## src/rtl/wtc_pkg.sv

```systemverilog
package wtc_pkg;
    localparam int BYTE_W   = 8;
    localparam int NIB_W    = 4;
    localparam int PERIOD_W = 16;
    localparam int ADDR_W   = 5;

    localparam logic [ADDR_W-1:0] A_CTRL   = 5'h10;
    localparam logic [ADDR_W-1:0] A_PER_HI = 5'h11;
    localparam logic [ADDR_W-1:0] A_PER_LO = 5'h12;
    localparam logic [ADDR_W-1:0] A_DIRECT = 5'h13;

    localparam logic [BYTE_W-1:0] DIRECT_MASK  = 8'h8F;
    localparam logic [BYTE_W-1:0] DIRECT_MATCH = 8'h88;

    typedef struct packed {
        logic       master;
        logic [2:0] spare;
        logic       dac_on;
        logic [2:0] gen_on;
    } ctrl_t;

    function automatic logic [NIB_W-1:0] pick_nib(input logic [BYTE_W-1:0] b,
                                                  input logic upper);
        return upper ? b[BYTE_W-1 -: NIB_W] : b[NIB_W-1:0];
    endfunction
endpackage

```

## src/rtl/wtc_regs.sv

```systemverilog
module wtc_regs
    import wtc_pkg::*;
#(
    parameter int WAVE_BYTES = 16
) (
    input  logic                                clk,
    input  logic                                rst,
    input  logic                                wr_en,
    input  logic [ADDR_W-1:0]                   wr_addr,
    input  logic [BYTE_W-1:0]                   wr_data,
    output logic [WAVE_BYTES-1:0][BYTE_W-1:0]   wave_o,
    output ctrl_t                               ctrl_o,
    output logic [PERIOD_W-1:0]                 period_o,
    output logic [BYTE_W-1:0]                   direct_o
);
    logic [WAVE_BYTES-1:0][BYTE_W-1:0] wave_q;
    ctrl_t                             ctrl_q;
    logic [PERIOD_W-1:0]               per_q;
    logic [BYTE_W-1:0]                 dir_q;
    logic                              direct_mode;

    assign direct_mode = ((ctrl_q & DIRECT_MASK) == DIRECT_MATCH);

    always_ff @(posedge clk) begin
        if (rst) begin
            wave_q <= '0;
        end else if (wr_en) begin
            for (int i = 0; i < WAVE_BYTES; i++) begin
                if (wr_addr == ADDR_W'(i)) wave_q[i] <= wr_data;
            end
        end
    end

    always_ff @(posedge clk) begin
        if (rst) begin
            ctrl_q <= '0;
            per_q  <= '0;
            dir_q  <= '0;
        end else if (wr_en) begin
            case (wr_addr)
                A_CTRL:   ctrl_q <= ctrl_t'(wr_data);
                A_PER_HI: per_q[PERIOD_W-1 -: BYTE_W] <= wr_data;
                A_PER_LO: per_q[BYTE_W-1:0] <= wr_data;
                A_DIRECT: if (direct_mode) dir_q <= wr_data;
                default: ;
            endcase
        end
    end

    assign wave_o   = wave_q;
    assign ctrl_o   = ctrl_q;
    assign period_o = per_q;
    assign direct_o = dir_q;
endmodule

```

## src/rtl/wtc_divider.sv

```systemverilog
module wtc_divider
    import wtc_pkg::*;
(
    input  logic                clk,
    input  logic                rst,
    input  logic                tick,
    input  logic [PERIOD_W-1:0] period,
    output logic                step
);
    logic [PERIOD_W-1:0] cnt_q;
    logic                reload;

    assign reload = (cnt_q <= PERIOD_W'(1));
    assign step   = tick && (period != '0) && reload;

    always_ff @(posedge clk) begin
        if (rst) begin
            cnt_q <= '0;
        end else if (tick) begin
            if (period == '0)  cnt_q <= '0;
            else if (reload)   cnt_q <= period;
            else               cnt_q <= cnt_q - PERIOD_W'(1);
        end
    end

    // a count that is still running only goes down
    p_count_descends_r8: assert property (@(posedge clk) disable iff (rst)
        (tick && $past(tick) && !$past(step) && !step && period != '0 && $past(period) != '0)
            |-> (cnt_q < $past(cnt_q)) || !$past(tick));
endmodule

```

## src/rtl/wtc_sequencer.sv

```systemverilog
module wtc_sequencer
    import wtc_pkg::*;
#(
    parameter int WAVE_BYTES = 16
) (
    input  logic                              clk,
    input  logic                              rst,
    input  logic                              step,
    input  logic                              restart_ok,
    input  logic [WAVE_BYTES-1:0][BYTE_W-1:0] wave,
    output logic [NIB_W-1:0]                  smp_o
);
    localparam int SAMPLES = 2 * WAVE_BYTES;
    localparam int IDX_W   = $clog2(SAMPLES);
    localparam int POS_W   = IDX_W + 1;
    localparam logic [POS_W-1:0] DONE = POS_W'(SAMPLES);

    logic [POS_W-1:0]  pos_q;
    logic [NIB_W-1:0]  smp_q;
    logic [IDX_W-1:0]  play_idx;
    logic [BYTE_W-1:0] cur_byte;
    logic              finished;

    assign finished = (pos_q == DONE);
    assign play_idx = finished ? '0 : pos_q[IDX_W-1:0];
    assign cur_byte = wave[play_idx[IDX_W-1:1]];

    always_ff @(posedge clk) begin
        if (rst) begin
            pos_q <= DONE;
            smp_q <= '0;
        end else if (step && (!finished || restart_ok)) begin
            smp_q <= pick_nib(cur_byte, play_idx[0]);
            pos_q <= POS_W'(play_idx) + POS_W'(1);
        end
    end

    assign smp_o = smp_q;

    p_pos_bound_r5: assert property (@(posedge clk) disable iff (rst)
        pos_q <= DONE);
    p_hold_without_step_r7: assert property (@(posedge clk) disable iff (rst)
        !step |=> $stable(smp_q));
    p_finished_holds_r6: assert property (@(posedge clk) disable iff (rst)
        (finished && step && !restart_ok) |=> (pos_q == DONE) && $stable(smp_q));
endmodule

```

## src/rtl/wtc_channel.sv

```systemverilog
module wtc_channel
    import wtc_pkg::*;
#(
    parameter int CHAN       = 0,
    parameter int WAVE_BYTES = 16
) (
    input  logic                clk,
    input  logic                rst,
    input  logic                ref_tick,
    input  logic                wr_en,
    input  logic [ADDR_W-1:0]   wr_addr,
    input  logic [BYTE_W-1:0]   wr_data,
    output logic [NIB_W-1:0]    sample_out,
    output logic [BYTE_W-1:0]   dac_out
);
    logic [WAVE_BYTES-1:0][BYTE_W-1:0] wave;
    ctrl_t                             ctrl;
    logic [PERIOD_W-1:0]               period;
    logic                              step;
    logic                              restart_ok;

    wtc_regs #(.WAVE_BYTES(WAVE_BYTES)) u_regs (
        .clk(clk), .rst(rst), .wr_en(wr_en), .wr_addr(wr_addr), .wr_data(wr_data),
        .wave_o(wave), .ctrl_o(ctrl), .period_o(period), .direct_o(dac_out)
    );

    wtc_divider u_div (
        .clk(clk), .rst(rst), .tick(ref_tick), .period(period), .step(step)
    );

    assign restart_ok = ctrl.master && ctrl.gen_on[CHAN];

    wtc_sequencer #(.WAVE_BYTES(WAVE_BYTES)) u_seq (
        .clk(clk), .rst(rst), .step(step), .restart_ok(restart_ok),
        .wave(wave), .smp_o(sample_out)
    );

    p_zero_period_idle_r4: assert property (@(posedge clk) disable iff (rst)
        (period == '0) |-> !step);
    p_dac_hold_r9: assert property (@(posedge clk) disable iff (rst)
        !(wr_en && wr_addr == A_DIRECT) |=> $stable(dac_out));
endmodule

```

## config.mk

```make
export PLATFORM = sky130hd
export DESIGN_NAME = wtc_channel
export DESIGN_NICKNAME = d
export VERILOG_FILES = /design/src/rtl/wtc_pkg.sv /design/src/rtl/wtc_regs.sv /design/src/rtl/wtc_divider.sv /design/src/rtl/wtc_sequencer.sv /design/src/rtl/wtc_channel.sv
export SDC_FILE = /design/constraint.sdc
export NUM_CORES = 1
export LEC_CHECK = 0
export BUFFER_PORTS_ARGS = -buffer_cell sky130_fd_sc_hd__buf_2
export CAP_MARGIN = 20
export CORE_MARGIN = 2
export CORE_UTILIZATION = 56
export CTS_CLUSTER_DIAMETER = 60
export DETAILED_ROUTE_END_ITERATION = 16
export MAX_ROUTING_LAYER = met4
export PLACE_DENSITY_LB_ADDON = 0.25
export SLEW_MARGIN = 40
export SYNTH_ARGS = -nofsm -noshare
export SYNTH_HDL_FRONTEND = slang
export SYNTH_SLANG_ARGS = --single-unit
```

## constraint.sdc

```tcl
create_clock -name clk -period 2.12 [get_ports clk]
set_input_delay 0.212 -clock clk [delete_from_list [all_inputs] [get_ports clk]]
set_output_delay 0.212 -clock clk [all_outputs]
set_load 0.1 [all_outputs]
```

==> results by group, run 1 <==
Detailed routing
  – DR WL/cell: 19.8 um
  – Vias per std cell: roughly 6
  – Drt pass-1 iters: 5
  – Post-route ant nets: 0
  – Final wirelength: ~24000 um
  – Starting DRC count in detailed routing: roughly 940
  – DRC viols: 0
  – Vias after detailed routing: around 7400

Timing
  – Final Setup Violations: 1
  – PnR worst setup slack: -0.0254 ns
  – Max Fclk: 466 MHz
  – Worst-Margin Slew: approximately 0.6 ns
  – Final-report hold violation count: 0
  – Worst rel slew slack: roughly 59%
  – Tcrit/Tclk final: 101%
  – Worst Skew: ~0.0052 ns
  – Max-slew violations: 0
  – Setup TNS Final: -0.0254 ns
  – RSZ-0062 raised after global routing: true
  – Final min period: between 2 and 2.5 ns

Setup path
  – Critical Path Max Stage Delay: between 0.5 and 0.6 ns
  – Reg2Reg Setup Slack: -0.03 ns
  – Buf+Inv Stages, Crit Path: 1
  – CP startpoint: u_seq.pos_q[1]$_SDFFE_PP0P_
  – CP Capture Type: flop
  – Critical-path maximum fanout: 46
  – Critical Path, Cell by Cell: buf_12 -> mux4_2 -> a221o_1 -> a21oi_1 -> o32a_1 -> a211oi_2
  – Worst Path Required: 2.42 ns
  – CP max stage cell: mux4_2
  – Worst reg2reg startpoint: u_seq.pos_q[1]$_SDFFE_PP0P_
  – Reg2reg end: u_seq.smp_o[2]$_SDFFE_PP0P_
  – R2R depth: 6
  – Critical path's top delay family: compound AO/OA/AOI/OAI gates
  – CP Launch Type: flop
  – CP Class: reg -> reg
  – Worst EP arrival: around 2.4 ns

CTS
  – CTS tree: done
  – Clock latency on the worst-skew pair: between 0.4 and 0.5 ns
  – CTS root buffer: clkbuf_16
  – Clock Sinks: between 150 and 200
  – H-tree Lvls: 4
  – Clk slew on worst S/H paths: ~0.07 ns
  – CTS Buf Count: 17
  – Clk buf depth: 2

Floorplanning
  – Die Footprint: 16100 um2
  – Site Rows: 44
  – Width of the die: between 100 and 150 um
  – Die Y: 127 um
  – I/O pins: 29
  – Initial Util: 57.8%
  – Core Area: around 15000 um2

Global route
  – GR peak layer: met2
  – Routing usage on met3: ~5.7%
  – Met2 Use GR: between 40% and 50%
  – Largest net degree at the start of global routing: 57
  – First-pass GRT wire length: roughly 38000 um
  – Total track usage: a little under a third
  – Vias in the first global route: approximately 7000
  – Initial antenna violation count: 0
  – Grt met1 use: 43.3%
  – GRT overflow: 0

Logic synthesis
  – Synth Area in Compound Gates: between 10% and 20%
  – Mux contribution to synthesized area: between 10% and 20%
  – Synth Flop Type: dfxtp_1
  – XOR/XNOR Fraction of Synth Area: less than 1%
  – Warnings, synthesis: 0
  – FF+latch count, synth: 183
  – Most frequent cell after synthesis: dfxtp_1
  – Synth Area in Simple Gates: approximately 20%
  – Async set-reset flop share out of synthesis: 0%
  – Adder-cell share of the synthesized area: less than 1%
  – Netlist cell types: between 60 and 70
  – EDFF count, synth: 0
  – Mapped cell area: 8470 um2
  – Yosys top cell area share: a little over two fifths
  – Largest family of logic cells by synthesized area: simple AND/OR/NAND/NOR gates
  – Largest cells by area after synthesis: dfxtp_1 (43%), mux2i_1 (15%), nor2_1 (6.2%)
  – Synth Area per Inst: approximately 8.7 um2
  – Synthesized instance count: between 900 and 1000
  – Top cells by count, synth: dfxtp_1 (183), nor2_1 (139), mux2i_1 (126)
  – Cell taking the most area after synthesis: dfxtp_1
  – Syn_nets: between 900 and 1000
  – Sequential area share after synthesis: ~43%

Placed design
  – Buffers on Ports: 28
  – DP HPWL: approximately 16000 um
  – GPL Wtd Cong: 0.947
  – Setup Slack @ Placement: -0.0496 ns
  – Placed instance area: about 9000 um2

Layout
  – Syn-to-layout area delta: 16.8%
  – Number of inserted diodes: 0
  – Layout cells sized above 1: between 10% and 20%
  – Design Area, Final: 9890 um2
  – Nets: between 1000 and 1500

Worst hold path
  – Worst min-delay path category: in -> reg
  – Hold worst-path end: u_regs.wave_o[5]$_SDFFE_PP0P_
  – Hold depth: 4
  – Hold Path Origin: wr_addr[1]

Flow run
  – Max Cap Violations: 0

Pwr
  – PwrDens: a little over 700 nW/um2
  – Leak: approximately 4 nW
  – Peak VDD IR: approximately 610 uV

Run status
  – Status: complete, but fails checks
  – Failing checks: negative setup slack
-- sequential cells by signal (all words and copies together), names as in the netlist --
register,count
u_regs.ctrl_o,5
u_regs.wave_o,128
u_seq.smp_o,4
u_regs.direct_o,8
u_seq.pos_q,6
u_regs.period_o,16
u_div.cnt_q,16
-- repair_timing --
action	CTS	global route
pin swaps	0	5
gates resized for setup	3	19
gates cloned	0	1
buffers inserted	0	4
setup endpoints to repair	7	17
hold buffers	0	0
-- how the worst max path moves through the flow --
stage / endpoint / cells after the start
floorplan: u_seq.smp_o[2]$_SDFFE_PP0P_ / 11
global placement: u_seq.pos_q[3]$_SDFFE_PP0P_ / 6
detailed placement: u_seq.pos_q[5]$_SDFFE_PP1P_ / 5
CTS: u_seq.pos_q[5]$_SDFFE_PP1P_ / 5
global route: u_seq.smp_o[2]$_SDFFE_PP0P_ / 6
finish: u_seq.smp_o[2]$_SDFFE_PP0P_ / 6
-- cell type report --
cell class                      count  area (um2)
Fill cell                        1209        4750
Timing Repair Buffer              101         781
Clock inverter                     12         143
Inverter                            9        36.3
Clock buffer                       20         457
Multi-Input combinational cell    705        4580
Tap cell                          184         230
Sequential cell                   183        3670
-- where the power goes --
group / internal (mW) / total (mW) / switching (mW)
logic: 0.103 / 0.351 / 0.248
clock network: 1.82 / 3.18 / 1.37
registers: 3.46 / 3.47 / 0.0129
-- placed cells by master (no fill, tap or decap), types with 6 or more instances in the layout --
| master | instances |
|---|---|
| nor2b_1 | 14 |
| a21oi_1 | 76 |
| clkinv_4 | 6 |
| a211oi_1 | 7 |
| mux2_2 | 20 |
| clkbuf_16 | 17 |
| mux2i_1 | 126 |
| a22oi_1 | 9 |
| dfxtp_1 | 182 |
| nand3_1 | 66 |
| buf_2 | 27 |
| nor2_1 | 138 |
| nand2_1 | 102 |
| nor3_1 | 9 |
| buf_4 | 64 |
| inv_1 | 7 |
| buf_12 | 6 |
| o21ai_0 | 18 |
| a31oi_1 | 6 |
| o211ai_1 | 8 |
-- routing by layer --
metal,vias to the layer above,wire length [um]
met4,0,630
met3,50,1900
li1,3508,-
met5,-,0
met1,3560,10500
met2,324,10900
-- per-stage QoR --
stage | hold slack, ns | power, mW | cells | utilization [%]
floorplan | 0.431 | 3.76 | 971 | -
detailed placement | 0.445 | 3.89 | 1178 | 62.7
global placement | 0.440 | 3.89 | 1178 | 62.6
CTS | 0.143 | 7.04 | 1210 | 66.9
global route | 0.189 | 7.22 | 1214 | 67.5
finish | 0.162 | 7.01 | 1214 | 67.5
-- kinds of logic (layout without fill, tap and decap cells) --
| family | after synthesis | count (layout) |
|---|---|---|
| compound gates | 169 | 170 |
| mux | 152 | 152 |
| fa+ha+maj | 4 | 4 |
| flops | 183 | 183 |
| xor+xnor | 5 | 5 |
| simple gates | 374 | 374 |
| buf+inv | 84 | 142 |
-- worst min-delay path, cell delays in order --
cell	delay, ns
buf_2	0.10
nor2_1	0.08
nand3_1	0.09
a21oi_1	0.06
Note: power is estimated with default switching activity, not from simulation.
==> inputs of run 2 (changes only) <==
CORE_MARGIN = 5   (was 2)
==> run 2 against run 1 <==
The run now ends clean. Die area up 9.7%. Core utilization down 1.7 points. Via count up 0.13%. Worst hold slack better by 0.068 ns. Clock power down 4%. Final area about the same. Count of clock-buffer cells in the layout down 1. Fmax up 2.4%. Sequential share of layout area about the same. First-iteration DRC count down 2.0%. Sequential cell count unchanged. Critical endpoint is now u_div.cnt_q[14]$_SDFFE_PP0P_.
==> results by group, run 2 (synthesis gave the netlist of run 1 again) <==
Timing
  – Worst rel slew slack: 54.2% (was 58.8%)
  – Final min period: 2.10 ns (was 2.15 ns)
  – Setup TNS Final: 0 ns (was -0.0254 ns)
  – Tcrit/Tclk final: 98.8% (was 101%)
  – Final Setup Violations: 0 (was 1)
  – RSZ-0062 raised after global routing: true (unchanged)
  – Max-slew violations: 0 (unchanged)
  – Final-report hold violation count: 0 (unchanged)
  – Worst Skew: 0.00963 ns (was 0.00524 ns)
  – Max Fclk: 477 MHz (was 466 MHz)
  – Worst-Margin Slew: 0.681 ns (was 0.618 ns)

Setup path
  – Critical Path Max Stage Delay: 0.57 ns (about the same)
  – Worst EP arrival: 2.39 ns (was 2.44 ns)
  – CP Class: reg -> reg (unchanged)
  – Worst Path Required: 2.41 ns (was 2.42 ns)
  – Critical-path maximum fanout: 5 (was 46)
  – CP max stage cell: or4_4 (was mux4_2)
  – CP Launch Type: flop (unchanged)
  – R2R depth: 6 (unchanged)
  – Reg2Reg Setup Slack: 0.02 ns (was -0.03 ns)
  – Critical Path, Cell by Cell: or4_4 -> o41a_1 -> o21ai_4 -> o21ai_0 -> a2bb2oi_1 -> nor2_1 (was buf_12 -> mux4_2 -> a221o_1 -> a21oi_1 -> o32a_1 -> a211oi_2)
  – CP Capture Type: flop (unchanged)

Run status
  – Status: finished clean (was complete, but fails checks)

Global route
  – First-pass GRT wire length: 37800 um (was 38300 um)
  – Vias in the first global route: 6916 (was 7009)
  – Initial antenna violation count: 0 (unchanged)
  – GRT overflow: 0 (unchanged)
  – Total track usage: 27.8% (was 31.4%)
  – Largest net degree at the start of global routing: 77 (was 57)

Detailed routing
  – Vias per std cell: 6.11 (was 6.13)
  – Vias after detailed routing: 7452 (was 7442)
  – Starting DRC count in detailed routing: 919 (was 938)
  – Final wirelength: 23900 um (was 24000 um)
  – Drt pass-1 iters: 5 (unchanged)
  – Post-route ant nets: 0 (unchanged)
  – DR WL/cell: 19.6 um (was 19.8 um)
  – DRC viols: 0 (unchanged)

CTS
  – CTS Buf Count: 17 (unchanged)
  – Clock Sinks: 183 (unchanged)
  – Clk slew on worst S/H paths: 0.07 ns (about the same)
  – H-tree Lvls: 4 (unchanged)
  – Clk buf depth: 2 (unchanged)
  – Hold bufs inserted after CTS: 0 (unchanged)
  – Clock latency on the worst-skew pair: 0.43 ns (about the same)
  – CTS root buffer: clkbuf_16 (unchanged)
  – CTS tree: done (unchanged)

Layout
  – Nets: 1040 (was 1038)
  – Max reg flops: 128 (unchanged)
  – Commonest non-fill, non-tap cells in the layout: dfxtp_1 (177), nor2_1 (138), mux2i_1 (126) (was dfxtp_1 (182), nor2_1 (138), mux2i_1 (126))
  – Syn-to-layout area delta: 16.9% (was 16.8%)
  – Fillers: 1256 (was 1209)
  – Util after Layout: 65.8% (was 67.5%)
  – Layout cells sized above 1: 19.5% (was 18.3%)
  – Number of inserted diodes: 0 (unchanged)
  – Commonest non-fill, non-tap cell in the layout: dfxtp_1 (unchanged)

Floorplanning
  – Die Y: 133 um (was 127 um)
  – Width of the die: 133 um (was 127 um)
  – Site Rows: 45 (was 44)
  – Initial Util: 56.3% (was 57.8%)
  – Die Footprint: 17700 um2 (was 16100 um2)
  – Core Area: 15000 um2 (was 14600 um2)
  – I/O pins: 29 (unchanged)

Pwr
  – Tot Pwr: 6.87 mW (was 7.01 mW)
  – Leak: 3.89 nW (was 3.90 nW)
  – PwrDens: 694 nW/um2 (was 708 nW/um2)
  – Peak VDD IR: 618 uV (was 611 uV)

Worst hold path
  – Hold depth: 2 (was 4)
  – Worst min-delay path category: in -> reg (unchanged)

Flow run
  – Max Cap Violations: 0 (unchanged)

Placed design
  – GPL Wtd Cong: 0.958 (was 0.947)
  – Buffers on Ports: 28 (unchanged)
  – DP HPWL: 15800 um (was 15700 um)
run 2: changes by cell type in the layout (fill, tap and decap cells not counted), moves of 2 or more:
cell,before,now
dfxtp_2,0,5
buf_4,64,66
buf_12,6,3
o21ai_1,2,7
clkinv_2,1,4
inv_6,2,5
buf_6,4,6
o21ai_0,18,12
clkinv_4,6,2
dfxtp_1,182,177
run 2: repair_timing:
action	4_1_cts	5_1_grt
setup buffers	0	6
pin swaps	1	15
cloned	0	2
gates resized for setup	6	40
setup endpoints to repair	6	16
run 2: power by group:
| group | switching, mW | leakage [nW] | internal (mW) |
|---|---|---|---|
| logic | 0.248 | 2.14 | 0.100 |
| clock network | 1.39 | 0.279 | 1.66 |
| registers | 0.0126 | 1.48 | 3.46 |
run 2: routing by layer:
layer	global-route usage, %	wire length, um	vias up
met5	-	0	-
met4	8.89	368	0
met3	6.88	1860	35
met2	40.6	11100	313
met1	38.0	10600	3580
li1	-	-	3524
run 2: worst paths after layout:
check / start / endpoint
setup / recovery: u_regs.period_o[14]$_SDFFE_PP0P_ / u_div.cnt_q[14]$_SDFFE_PP0P_
hold / removal: rst / u_regs.period_o[4]$_SDFFE_PP0P_
setup reg to reg: u_regs.period_o[14]$_SDFFE_PP0P_ / u_div.cnt_q[14]$_SDFFE_PP0P_
hold reg to reg: u_regs.wave_o[18]$_SDFFE_PP0P_ / u_regs.wave_o[18]$_SDFFE_PP0P_
run 2: stage by stage:
step	std cells	instance area [um2]	hold WS [ns]	worst slack [ns]
floorplan	971	8500	0.431	0.0165
global placement	1180	9130	0.441	-0.0946
detailed placement	1180	9130	0.446	-0.0330
CTS	1212	9720	0.227	0.00507
global route	1220	9900	0.241	-0.0515
finish	1220	9900	0.230	0.0246
run 2: final cells by class:
| type | count | area [um2] | area share, % |
|---|---|---|---|
| Sequential cell | 183 | 3670 | 37.1 |
| Clock inverter | 13 | 119 | 1.20 |
| Multi-Input combinational cell | 705 | 4620 | 46.6 |
| Tap cell | 188 | 235 | 2.38 |
| Timing Repair Buffer | 103 | 773 | 7.81 |
| Clock buffer | 19 | 443 | 4.48 |
| Inverter | 9 | 36.3 | 0.367 |
run 2: critical path: cells and delay by family (launching register included):
family | cells | cell delay, ns
compound gates | 4 | 0.99
simple gates | 2 | 0.64
flops | 1 | 0.33
